===== src/rtl/ecc_regbank_pkg.sv =====
package ecc_regbank_pkg;

  localparam int unsigned DW     = 32;
  localparam int unsigned NPLAIN = 5;

  localparam logic [DW-1:0] DLY_WR_MASK = 32'h7fff_ffff;
  localparam logic [DW-1:0] DLY_RST     = 32'h0000_0020;
  localparam logic [DW-1:0] FA0_RST     = 32'h07c0_0000;

  typedef enum logic [3:0] {
    IDX_ENABLE = 4'd0,
    IDX_DELAY  = 4'd1,
    IDX_FSTAT  = 4'd2,
    IDX_VIDEO  = 4'd3,
    IDX_FADDR0 = 4'd4,
    IDX_FADDR1 = 4'd5,
    IDX_DIAG   = 4'd6,
    IDX_EVCNT0 = 4'd7,
    IDX_EVCNT1 = 4'd8
  } reg_idx_e;

  function automatic logic [DW-1:0] ident_of(int variant);
    case (variant)
      1:       return 32'h1000_0000;
      2:       return 32'h2000_0000;
      default: return 32'h0000_0000;
    endcase
  endfunction

  function automatic logic [DW-1:0] en_wr_mask(int variant);
    return (variant == 0) ? 32'h0000_0103 : 32'h0000_0bff;
  endfunction

  function automatic logic [DW-1:0] en_keep_mask(int variant);
    return (variant == 0) ? 32'h0000_0100 : 32'h0000_0bfc;
  endfunction

  // plain word registers: slot -> word index, write mask, reset value
  function automatic reg_idx_e plain_idx(int slot);
    case (slot)
      0:       return IDX_DELAY;
      1:       return IDX_VIDEO;
      2:       return IDX_DIAG;
      3:       return IDX_EVCNT0;
      default: return IDX_EVCNT1;
    endcase
  endfunction

  function automatic logic [DW-1:0] plain_mask(int slot);
    return (slot == 0) ? DLY_WR_MASK : '1;
  endfunction

  function automatic logic [DW-1:0] plain_rst(int slot);
    return (slot == 0) ? DLY_RST : '0;
  endfunction

endpackage


===== src/rtl/ecc_word_reg.sv =====
module ecc_word_reg #(
  parameter int unsigned     W     = 32,
  parameter logic [W-1:0]    WMASK = '1,
  parameter logic [W-1:0]    RST   = '0
) (
  input  logic         clk_i,
  input  logic         rst_ni,
  input  logic         we_i,
  input  logic [W-1:0] wdata_i,
  output logic [W-1:0] q_o
);

  logic [W-1:0] q_q;

  always_ff @(posedge clk_i or negedge rst_ni) begin
    if (!rst_ni)   q_q <= RST;
    else if (we_i) q_q <= wdata_i & WMASK;
  end

  assign q_o = q_q;

  AST_WORD_WRITE: assert property (@(posedge clk_i) disable iff (!rst_ni)
    we_i |=> q_o == ($past(wdata_i) & WMASK));

  AST_WORD_HOLD: assert property (@(posedge clk_i) disable iff (!rst_ni)
    !we_i |=> $stable(q_o));

endmodule


===== src/rtl/ecc_enable_reg.sv =====
module ecc_enable_reg
  import ecc_regbank_pkg::*;
#(
  parameter int VARIANT = 1
) (
  input  logic          clk_i,
  input  logic          rst_ni,
  input  logic          we_i,
  input  logic [DW-1:0] wdata_i,
  output logic [DW-1:0] value_o
);

  localparam logic [DW-1:0] IDENT = ident_of(VARIANT);
  localparam logic [DW-1:0] WMASK = en_wr_mask(VARIANT);
  localparam logic [DW-1:0] KEEP  = en_keep_mask(VARIANT);
  localparam logic [DW-1:0] CLR   = WMASK & ~KEEP;

  logic [DW-1:0] keep_q;
  logic [DW-1:0] clr_q;

  // retained across reset: deliberately no reset term
  always_ff @(posedge clk_i) begin
    if (we_i) keep_q <= wdata_i & KEEP;
  end

  always_ff @(posedge clk_i or negedge rst_ni) begin
    if (!rst_ni)   clr_q <= '0;
    else if (we_i) clr_q <= wdata_i & CLR;
  end

  assign value_o = IDENT | (keep_q & KEEP) | clr_q;

  AST_EN_WRITE: assert property (@(posedge clk_i) disable iff (!rst_ni)
    we_i |=> (value_o & WMASK) == ($past(wdata_i) & WMASK));

  AST_EN_IDENT: assert property (@(posedge clk_i) disable iff (!rst_ni)
    we_i |=> (value_o & ~WMASK) == IDENT);

endmodule


===== src/rtl/ecc_fault_capture.sv =====
module ecc_fault_capture
  import ecc_regbank_pkg::*;
(
  input  logic          clk_i,
  input  logic          rst_ni,
  input  logic          stat_we_i,
  input  logic [DW-1:0] wdata_i,
  input  logic          cap_i,
  input  logic [DW-1:0] cap_stat_i,
  input  logic [DW-1:0] cap_a0_i,
  input  logic [DW-1:0] cap_a1_i,
  output logic [DW-1:0] stat_o,
  output logic [DW-1:0] fa0_o,
  output logic [DW-1:0] fa1_o,
  output logic          irq_o
);

  logic [DW-1:0] stat_q, fa0_q, fa1_q;
  logic          irq_q;

  // capture outranks a same-cycle bus write
  always_ff @(posedge clk_i or negedge rst_ni) begin
    if (!rst_ni) begin
      stat_q <= '0;
      fa0_q  <= FA0_RST;
      fa1_q  <= '0;
      irq_q  <= 1'b0;
    end else if (cap_i) begin
      stat_q <= cap_stat_i;
      fa0_q  <= cap_a0_i;
      fa1_q  <= cap_a1_i;
      irq_q  <= 1'b1;
    end else if (stat_we_i) begin
      stat_q <= wdata_i;
      irq_q  <= 1'b0;
    end
  end

  assign stat_o = stat_q;
  assign fa0_o  = fa0_q;
  assign fa1_o  = fa1_q;
  assign irq_o  = irq_q;

  AST_IRQ_SET: assert property (@(posedge clk_i) disable iff (!rst_ni)
    cap_i |=> irq_o && stat_o == $past(cap_stat_i));

  AST_IRQ_CLR: assert property (@(posedge clk_i) disable iff (!rst_ni)
    stat_we_i && !cap_i |=> !irq_o && stat_o == $past(wdata_i));

  AST_FADDR_HOLD: assert property (@(posedge clk_i) disable iff (!rst_ni)
    !cap_i |=> $stable(fa0_o) && $stable(fa1_o));

endmodule


===== src/rtl/ecc_diag_window.sv =====
module ecc_diag_window #(
  parameter bit          ENABLE = 1'b1,
  parameter int unsigned NBYTES = 4,
  localparam int unsigned AW    = $clog2(NBYTES)
) (
  input  logic          clk_i,
  input  logic          rst_ni,
  input  logic          req_i,
  input  logic          we_i,
  input  logic [AW-1:0] addr_i,
  input  logic [7:0]    wdata_i,
  output logic [7:0]    rdata_o
);

  if (ENABLE) begin : g_window
    logic [7:0] mem_q [NBYTES];
    logic [7:0] rdata_q;

    always_ff @(posedge clk_i or negedge rst_ni) begin
      if (!rst_ni) begin
        for (int i = 0; i < NBYTES; i++) mem_q[i] <= '0;
        rdata_q <= '0;
      end else if (req_i) begin
        if (we_i) mem_q[addr_i] <= wdata_i;
        else      rdata_q       <= mem_q[addr_i];
      end
    end

    assign rdata_o = rdata_q;

    AST_DG_RD_HOLD: assert property (@(posedge clk_i) disable iff (!rst_ni)
      !(req_i && !we_i) |=> $stable(rdata_o));
  end else begin : g_absent
    logic unused_dg;
    assign unused_dg = ^{clk_i, rst_ni, req_i, we_i, addr_i, wdata_i};
    assign rdata_o   = '0;
  end

endmodule


===== src/rtl/ecc_regbank.sv =====
module ecc_regbank
  import ecc_regbank_pkg::*;
#(
  parameter int          VARIANT = 1,
  parameter int unsigned ADDR_W  = 6,
  localparam int unsigned IDX_W  = ADDR_W - 2
) (
  input  logic              clk_i,
  input  logic              rst_ni,
  input  logic              reg_req_i,
  input  logic              reg_we_i,
  input  logic [ADDR_W-1:0] reg_addr_i,
  input  logic [3:0]        reg_be_i,
  input  logic [DW-1:0]     reg_wdata_i,
  output logic [DW-1:0]     reg_rdata_o,
  input  logic              dg_req_i,
  input  logic              dg_we_i,
  input  logic [1:0]        dg_addr_i,
  input  logic [7:0]        dg_wdata_i,
  output logic [7:0]        dg_rdata_o,
  input  logic              err_valid_i,
  input  logic [DW-1:0]     err_status_i,
  input  logic [DW-1:0]     err_addr0_i,
  input  logic [DW-1:0]     err_addr1_i,
  output logic              irq_o
);

  localparam logic [DW-1:0] IDENT = ident_of(VARIANT);

  logic             full_acc, wr_en, rd_en;
  logic [IDX_W-1:0] idx;
  logic [DW-1:0]    en_val, stat_val, fa0_val, fa1_val, rd_word, rdata_q;
  logic [DW-1:0]    plain_q [NPLAIN];

  assign full_acc = (reg_be_i == 4'hf) && (reg_addr_i[1:0] == 2'b00);
  assign idx      = reg_addr_i[ADDR_W-1:2];
  assign wr_en    = reg_req_i &&  reg_we_i && full_acc;
  assign rd_en    = reg_req_i && !reg_we_i;

  ecc_enable_reg #(.VARIANT(VARIANT)) i_enable (
    .clk_i   (clk_i),
    .rst_ni  (rst_ni),
    .we_i    (wr_en && idx == IDX_W'(IDX_ENABLE)),
    .wdata_i (reg_wdata_i),
    .value_o (en_val)
  );

  for (genvar s = 0; s < NPLAIN; s++) begin : g_plain
    ecc_word_reg #(
      .W     (DW),
      .WMASK (plain_mask(s)),
      .RST   (plain_rst(s))
    ) i_word (
      .clk_i   (clk_i),
      .rst_ni  (rst_ni),
      .we_i    (wr_en && idx == IDX_W'(plain_idx(s))),
      .wdata_i (reg_wdata_i),
      .q_o     (plain_q[s])
    );
  end

  ecc_fault_capture i_fault (
    .clk_i      (clk_i),
    .rst_ni     (rst_ni),
    .stat_we_i  (wr_en && idx == IDX_W'(IDX_FSTAT)),
    .wdata_i    (reg_wdata_i),
    .cap_i      (err_valid_i),
    .cap_stat_i (err_status_i),
    .cap_a0_i   (err_addr0_i),
    .cap_a1_i   (err_addr1_i),
    .stat_o     (stat_val),
    .fa0_o      (fa0_val),
    .fa1_o      (fa1_val),
    .irq_o      (irq_o)
  );

  ecc_diag_window #(.ENABLE(VARIANT == 0), .NBYTES(4)) i_diag (
    .clk_i   (clk_i),
    .rst_ni  (rst_ni),
    .req_i   (dg_req_i),
    .we_i    (dg_we_i),
    .addr_i  (dg_addr_i),
    .wdata_i (dg_wdata_i),
    .rdata_o (dg_rdata_o)
  );

  always_comb begin
    rd_word = '0;
    case (idx)
      IDX_W'(IDX_ENABLE): rd_word = en_val;
      IDX_W'(IDX_DELAY):  rd_word = plain_q[0];
      IDX_W'(IDX_FSTAT):  rd_word = stat_val;
      IDX_W'(IDX_VIDEO):  rd_word = plain_q[1];
      IDX_W'(IDX_FADDR0): rd_word = fa0_val;
      IDX_W'(IDX_FADDR1): rd_word = fa1_val;
      IDX_W'(IDX_DIAG):   rd_word = plain_q[2];
      IDX_W'(IDX_EVCNT0): rd_word = plain_q[3];
      IDX_W'(IDX_EVCNT1): rd_word = plain_q[4];
      default:            rd_word = '0;
    endcase
  end

  always_ff @(posedge clk_i or negedge rst_ni) begin
    if (!rst_ni)    rdata_q <= '0;
    else if (rd_en) rdata_q <= full_acc ? rd_word : '0;
  end

  assign reg_rdata_o = rdata_q;

  AST_IDENT_RO: assert property (@(posedge clk_i) disable iff (!rst_ni)
    rd_en && full_acc && idx == IDX_W'(IDX_ENABLE)
    |=> reg_rdata_o[31:24] == IDENT[31:24]);

  AST_UNDECODED_ZERO: assert property (@(posedge clk_i) disable iff (!rst_ni)
    rd_en && idx > IDX_W'(IDX_EVCNT1) |=> reg_rdata_o == '0);

  AST_PARTIAL_RD_ZERO: assert property (@(posedge clk_i) disable iff (!rst_ni)
    rd_en && !full_acc |=> reg_rdata_o == '0);

  AST_RDATA_HOLD: assert property (@(posedge clk_i) disable iff (!rst_ni)
    !rd_en |=> $stable(reg_rdata_o));

endmodule


===== config.mk =====
export PLATFORM = sky130hd
export DESIGN_NAME = ecc_regbank
export DESIGN_NICKNAME = d
export VERILOG_FILES = /design/src/rtl/ecc_regbank_pkg.sv /design/src/rtl/ecc_word_reg.sv /design/src/rtl/ecc_enable_reg.sv /design/src/rtl/ecc_fault_capture.sv /design/src/rtl/ecc_diag_window.sv /design/src/rtl/ecc_regbank.sv
export SDC_FILE = /design/constraint.sdc
export NUM_CORES = 1
export LEC_CHECK = 0
export ABC_CLOCK_PERIOD_IN_PS = 2150
export BUFFER_PORTS_ARGS = -buffer_cell sky130_fd_sc_hd__buf_2
export CORE_MARGIN = 2
export CORE_UTILIZATION = 50
export CTS_CLUSTER_SIZE = 40
export DETAILED_ROUTE_END_ITERATION = 8
export PLACE_DENSITY_LB_ADDON = 0.15
export SYNTH_ARGS = -nofsm -noshare
export SYNTH_HDL_FRONTEND = slang
export SYNTH_HIERARCHICAL = 1
export SYNTH_SLANG_ARGS = --single-unit

===== constraint.sdc =====
create_clock -name clk_i -period 2.15 [get_ports clk_i]
set_input_delay 0.1075 -clock clk_i [delete_from_list [all_inputs] [get_ports clk_i]]
set_output_delay 0.1075 -clock clk_i [all_outputs]
set_load 0.05 [all_outputs]

==> flow_metrics.tcl, run 1 <==
set metrics [dict create \
    final_cells 1868 \
    n_antenna_cell 0 \
    synth_edf_count 9 \
    route.detailed.drc 0 \
    h-tree-depth 2 \
    dpl.cell_count 1648 \
    core-area_sq_um 28900 \
    path_clk_slew_ns 0.06 \
    endpoint_kind "flop" \
    crit_slowest_cell "dlygate4sd3_1" \
    grt_pass1_wl_mm 64.1 \
    antenna_found_initial 0 \
    post_cts_buffers 0 \
    fin_crit_sh 0.957 \
    reg2reg_depth 5 \
    place_congestion 0.804 \
    fp.dieW_um 176 \
    io_buffers 175 \
    max_freq_ghz 0.486 \
    yosysMostFrequentCell "dfrtp_1" \
    synth_seq_cells 299 \
    hold_path_class "input port to asynchronous set/reset pin" \
    initial_core_util 0.511 \
    r2r_start "i_fault/stat_o[13]" \
    ys_types 54 \
    async_flop_share 0.970 \
    cts_buffers 35 \
    clockBufferDepth 3 \
    ant_nets 0 \
    rows 62 \
    synth_area_sq_um 14700 \
    worstSetupPathType "input port to flop" \
    cts_resized 0 \
    rrSetupSlack_ns 0.54 \
    die_h_um 176 \
    worst_pin_slew_ns 1.09 \
    ir_drop_uv 459 \
    die-area_sq_um 30900 \
    worst_slack_ns 0.0926 \
    hpwl_mm 26.2 \
    drt-initial-drc-count 730 \
    yosysSeqAreaShare 0.511 \
    synth_commonest_cells "284 x dfrtp_1, 160 x mux2_4, 79 x nand2_1" \
    clk_latency_ns 0.52 \
    clock-sinks 299 \
    cts-root-buf "clkbuf_16" \
    synth_top_cell_area_share 0.482 \
    status "complete, no violations" \
    slew_viol_final 0 \
    nets 1613 \
    crit_chain "buf_2 -> nand4_1 -> nor3_1 -> nand3_1 -> or2_2 -> nor2_4 -> buf_12 -> mux2i_1 -> o21ai_0 -> dlygate4sd3_1" \
    cp.required_ns 2.54 \
    worstReg2RegEnd "reg_rdata_o[13]" \
    cap_violations 0 \
    critPathMaxStageDelay_ns 0.59 \
    hold_viol 0 \
    synthCells 1105 \
    crit_start "reg_be_i[2]" \
    ys.warnings.count 6 \
    vias 10400 \
    io_pins 196 \
    synthFlopType "dfrtp_1" \
    leakagePower_nw 8.61 \
    track_usage 0.272 \
    relSlewSlack 0.271 \
    cts_tree "yes" \
    arrival_ns 2.44 \
    grt_setup_unrepaired "no" \
    layout-drive-gt1-share 0.370 \
    finalSetupViolCount 0 \
    grt_max_degree 70 \
    pre_cts_ws_ns 0.0880 \
    skew_ns 0.0183 \
    post-route-min-period_ns 2.06 \
    via_per_inst 5.58 \
    crit_path_start_kind "input port" \
    crit_buf_inv 3 \
    synthTopCellsByArea "dfrtp_1 48%, mux2_4 16%, mux2i_1 4.7%, mux2_2 4.7%, a22oi_1 2.8%" \
    grt_pass1_vias 10900 \
    dr.pass1.iters 5 \
    finalSetupTns_ns 0 \
    syn_avg_cell_area_sq_um 13.3 \
    drt_wl_total_mm 41.5 \
    area_growth_pct 27.4 \
    power.density_nw_per_um2 696 \
    gr-total-overflow 0 \
    cp_top_family "simple AND/OR/NAND/NOR gates" \
    synth_top_cell_by_area "dfrtp_1" \
    wl_per_cell_um 22.2 \
    cp_max_fo 11 \
]
==> cell type report <==
type / count / area, sq um
fillers: 2224 / 10100
flip-flops and latches: 299 / 7530
multi-input cells: 716 / 6460
repair buffers: 405 / 3240
clock buffers: 56 / 995
well taps: 384 / 480
clock inverters: 7 / 75.1
inverters: 1 / 3.75
==> sequential cells by signal, indices dropped and copies added, names as in the netlist <==
register            count
i_enable/keep_q         9
i_fault/stat_o         32
i_fault/fa1_o          32
reg_rdata_o            32
i_enable/clr_q          2
i_fault/irq_o           1
i_fault/fa0_o          32
g_plain.i_word/q_o    159
==> per-stage QoR <==
step           hold slack (ns)  instance area, sq um  total power [mW]   util
2_1_floorplan           -0.188                 14900              6.72      -
3_3_place_gp            0.0970                 16100              7.27  0.560
6_report                 0.118                 18800              13.1  0.651
3_5_place_dp            0.0871                 16100              7.29  0.560
5_1_grt                  0.139                 18800              13.5  0.651
4_1_cts                  0.109                 18800              13.2  0.651
==> layout by cell type, fill, tap and decap left out, types with 9 or more instances in the layout <==
| cell type | instances |
|---|---|
| conb_1 | 30 |
| mux2i_1 | 69 |
| clkbuf_1 | 17 |
| clkbuf_16 | 35 |
| nor2b_1 | 11 |
| nand2_1 | 79 |
| a22oi_1 | 55 |
| nor2_1 | 33 |
| mux2_2 | 61 |
| dfrtp_1 | 284 |
| a2111oi_0 | 15 |
| a22o_1 | 10 |
| buf_2 | 172 |
| dlygate4sd3_1 | 157 |
| a211oi_1 | 27 |
| edfxtp_1 | 9 |
| buf_12 | 18 |
| buf_4 | 56 |
| a21oi_1 | 18 |
| a221o_1 | 10 |
| o21ai_0 | 57 |
| mux2_4 | 160 |
==> layer usage <==
layer,GRT usage,part of all wire,vias up
li1,-,-,4711
met1,0.385,0.45,5282
met2,0.429,0.47,357
met3,0.0468,0.058,77
met4,0.0871,0.026,0
met5,0,0,-
==> worst max-delay path by stage <==
| stage | to | slack, ns | cells after the start |
|---|---|---|---|
| 2_1_floorplan | i_enable/clr_q[0] | 0.08 | 6 |
| 3_3_place_gp | reg_rdata_o[13] | 0.15 | 7 |
| 3_5_place_dp | reg_rdata_o[13] | 0.09 | 7 |
| 4_1_cts | i_fault/stat_o[19] | 0.19 | 10 |
| 5_1_grt | i_fault/stat_o[19] | 0.003 | 10 |
| 6_report | i_fault/stat_o[16] | 0.09 | 10 |
==> report_power, final <==
| group | internal, mW | switching, mW | total, mW |
|---|---|---|---|
| sequential | 5.86 | 0.139 | 6.00 |
| combinational | 0.718 | 0.726 | 1.44 |
| clock | 3.31 | 2.33 | 5.64 |
| total | 9.88 | 3.19 | 13.1 |
==> kinds of logic after synthesis <==
family          after synthesis  synth area share
flops                       299             0.511
other cells                   4           0.00102
buf+inv                     116            0.0619
simple gates                160            0.0493
compound gates              228             0.112
mux                         298             0.265
==> repair_timing <==
action	4_1_cts	5_1_grt
setup endpoints to repair	0	1
endpoints found under the hold margin	338	0
hold buffers	157	0
(Power assumes the default switching activity.)
==> run 2: changes to the inputs <==
Settings changed: BUFFER_PORTS_ARGS -buffer_cell sky130_fd_sc_hd__buf_2 to default, CORE_UTILIZATION 50 to 32, DONT_BUFFER_PORTS from default to 1.
==> run 2 against run 1 <==
Net effect:
- the flow now finishes with violations (hold timing)
- design area decreased by 2.7%
- global-route usage fell by 6.4 points
- sequential cell count unchanged
- register-to-register slack worse by 0.19 ns
- cell count up 2.2%
- clock power grew 11%
- combinational power is 20% lower
- fmax rose by 6.1%
- worst setup slack gained 0.12 ns
- critical endpoint is now i_fault/stat_o[8]
- largest cell class unchanged
- largest power group is now the clock network
- highest routed layer is now met5
==> flow_metrics.tcl, run 2 (synthesis results as in run 1) <==
set metrics [dict create \
    status "finished with violations" \
    violations "hold timing" \
    worstSetupPathType "input port to flop" \
    vias 9737 \
    post-route-min-period_ns 1.94 \
    drt_wl_total_mm 48.7 \
    route.detailed.drc 0 \
    ant_nets 0 \
    ir_drop_uv 493 \
    worstReg2RegEnd "reg_rdata_o[30]" \
    hold_path_class "input port to asynchronous set/reset pin" \
    layout-drive-gt1-share 0.274 \
    track_usage 0.208 \
    hold_viol 290 \
    internal_power_mw 10.2 \
    core-area_sq_um 45500 \
    reg2reg_depth 4 \
    cts-root-buf "clkbuf_16" \
    cp-endpoint "i_fault/stat_o[8]" \
    final_common_cell "dfrtp_1" \
    fin_util 0.402 \
    pwr-share-clk 0.466 \
    largest_register_ffs 159 \
    post_cts_buffers 0 \
    cts_tree "yes" \
    comb_power_share 0.086 \
    hold_buffers 183 \
    clk_latency_ns 0.55 \
    clockBufferDepth 3 \
    gr-total-overflow 0 \
    cp_max_fo 10 \
    arrival_ns 2.36 \
    path_clk_slew_ns 0.05 \
    grt_setup_unrepaired "no" \
    power.density_nw_per_um2 733 \
    wl_per_cell_um 25.5 \
    relSlewSlack 0.135 \
    nets 1436 \
    grt_max_degree 291 \
    fp.dieW_um 219 \
    dr.pass1.iters 4 \
    crit_start "reg_be_i[2]" \
    hpwl_mm 27.2 \
    skew_ns 0.0181 \
    switching_share 0.241 \
    max_freq_ghz 0.516 \
    finalSetupViolCount 0 \
    cp.required_ns 2.57 \
    drt-initial-drc-count 682 \
    via_per_inst 5.10 \
    finalSetupTns_ns 0 \
    antenna_found_initial 1 \
    worst_pin_slew_ns 1.29 \
    io_pins 196 \
    endpoint_kind "flop" \
    clock-sinks 299 \
    hold_slack_ns -0.706 \
    switching_power_mw 3.22 \
    slew_viol_final 0 \
    place_congestion 0.736 \
    n_antenna_cell 0 \
    crit_path_start_kind "input port" \
    layout_common_cells "284 x dfrtp_1, 181 x dlygate4sd3_1, 160 x mux2_4, 79 x nand2_1, 69 x mux2i_1" \
    rrSetupSlack_ns 0.35 \
    cts_buffers 38 \
    rows 78 \
    cts_resized 0 \
    initial_core_util 0.324 \
    r2r_start "g_plain[3].i_word/q_o[30]" \
    p_seq_frac 0.448 \
    grt_pass1_wl_mm 72.9 \
    leakagePower_nw 7.88 \
    fin_crit_sh 0.902 \
    grt_pass1_vias 10700 \
    area_growth_pct 23.9 \
    die_h_um 219 \
    h-tree-depth 2 \
    cap_violations 0 \
    die-area_sq_um 47800 \
    io_buffers 0 \
]
## run 2: worst min path at each step
stage | startpoint | end | slack (ns) | cells after the start
2_1_floorplan | rst_ni | g_plain[0].i_word/q_o[0] | -0.19 | 0
3_3_place_gp | rst_ni | i_fault/fa0_o[10] | -0.18 | 0
3_5_place_dp | rst_ni | i_fault/fa0_o[10] | -0.17 | 0
4_1_cts | rst_ni | i_fault/fa1_o[6] | -0.77 | 0
5_1_grt | rst_ni | g_plain[4].i_word/q_o[19] | -0.74 | 0
6_report | rst_ni | i_fault/fa0_o[10] | -0.71 | 0
## run 2: layout make-up
| cell class | instances | area (sq um) |
|---|---|---|
| Inverter | 1 | 3.75 |
| Sequential cell | 299 | 7530 |
| Timing Repair Buffer | 225 | 2310 |
| Clock inverter | 15 | 116 |
| Fill cell | 4375 | 27200 |
| Clock buffer | 54 | 1090 |
| Tap cell | 600 | 751 |
| Multi-Input combinational cell | 716 | 6470 |
## run 2: stage by stage
stage	setup slack [ns]	hold slack (ns)	cells	total power, mW	cell area [sq um]
CTS	0.233	-0.769	1910	13.6	18300
floorplan	0.0844	-0.188	1131	6.72	14900
global route	0.0719	-0.744	1910	13.9	18300
detailed placement	0.0921	-0.173	1658	6.81	15200
global placement	0.166	-0.175	1658	6.81	15200
finish	0.211	-0.706	1910	13.4	18300
## run 2: routing by layer
layer	up-vias	wire length, um	GRT usage
met5	-	8	0
met4	2	1080	0.0590
met3	65	2760	0.0430
met2	230	22700	0.333
met1	5083	22100	0.285
li1	4357	-	-
## run 2: critical path, stage by stage
cell,delay [ns]
nand4_1,0.09
nor3_1,0.14
nand3_1,0.23
or2_2,0.45
nor2_4,0.17
buf_4,0.28
mux2i_1,0.23
o21ai_0,0.09
dlygate4sd3_1,0.55
## run 2: power groups by stage
stage,clock network (mW),registers [mW],logic (mW)
global placement,0,6.11,0.701
finish,6.24,6.00,1.15
global route,6.63,6.02,1.25
CTS,6.43,6.00,1.15
detailed placement,0,6.10,0.708
floorplan,0,6.04,0.678
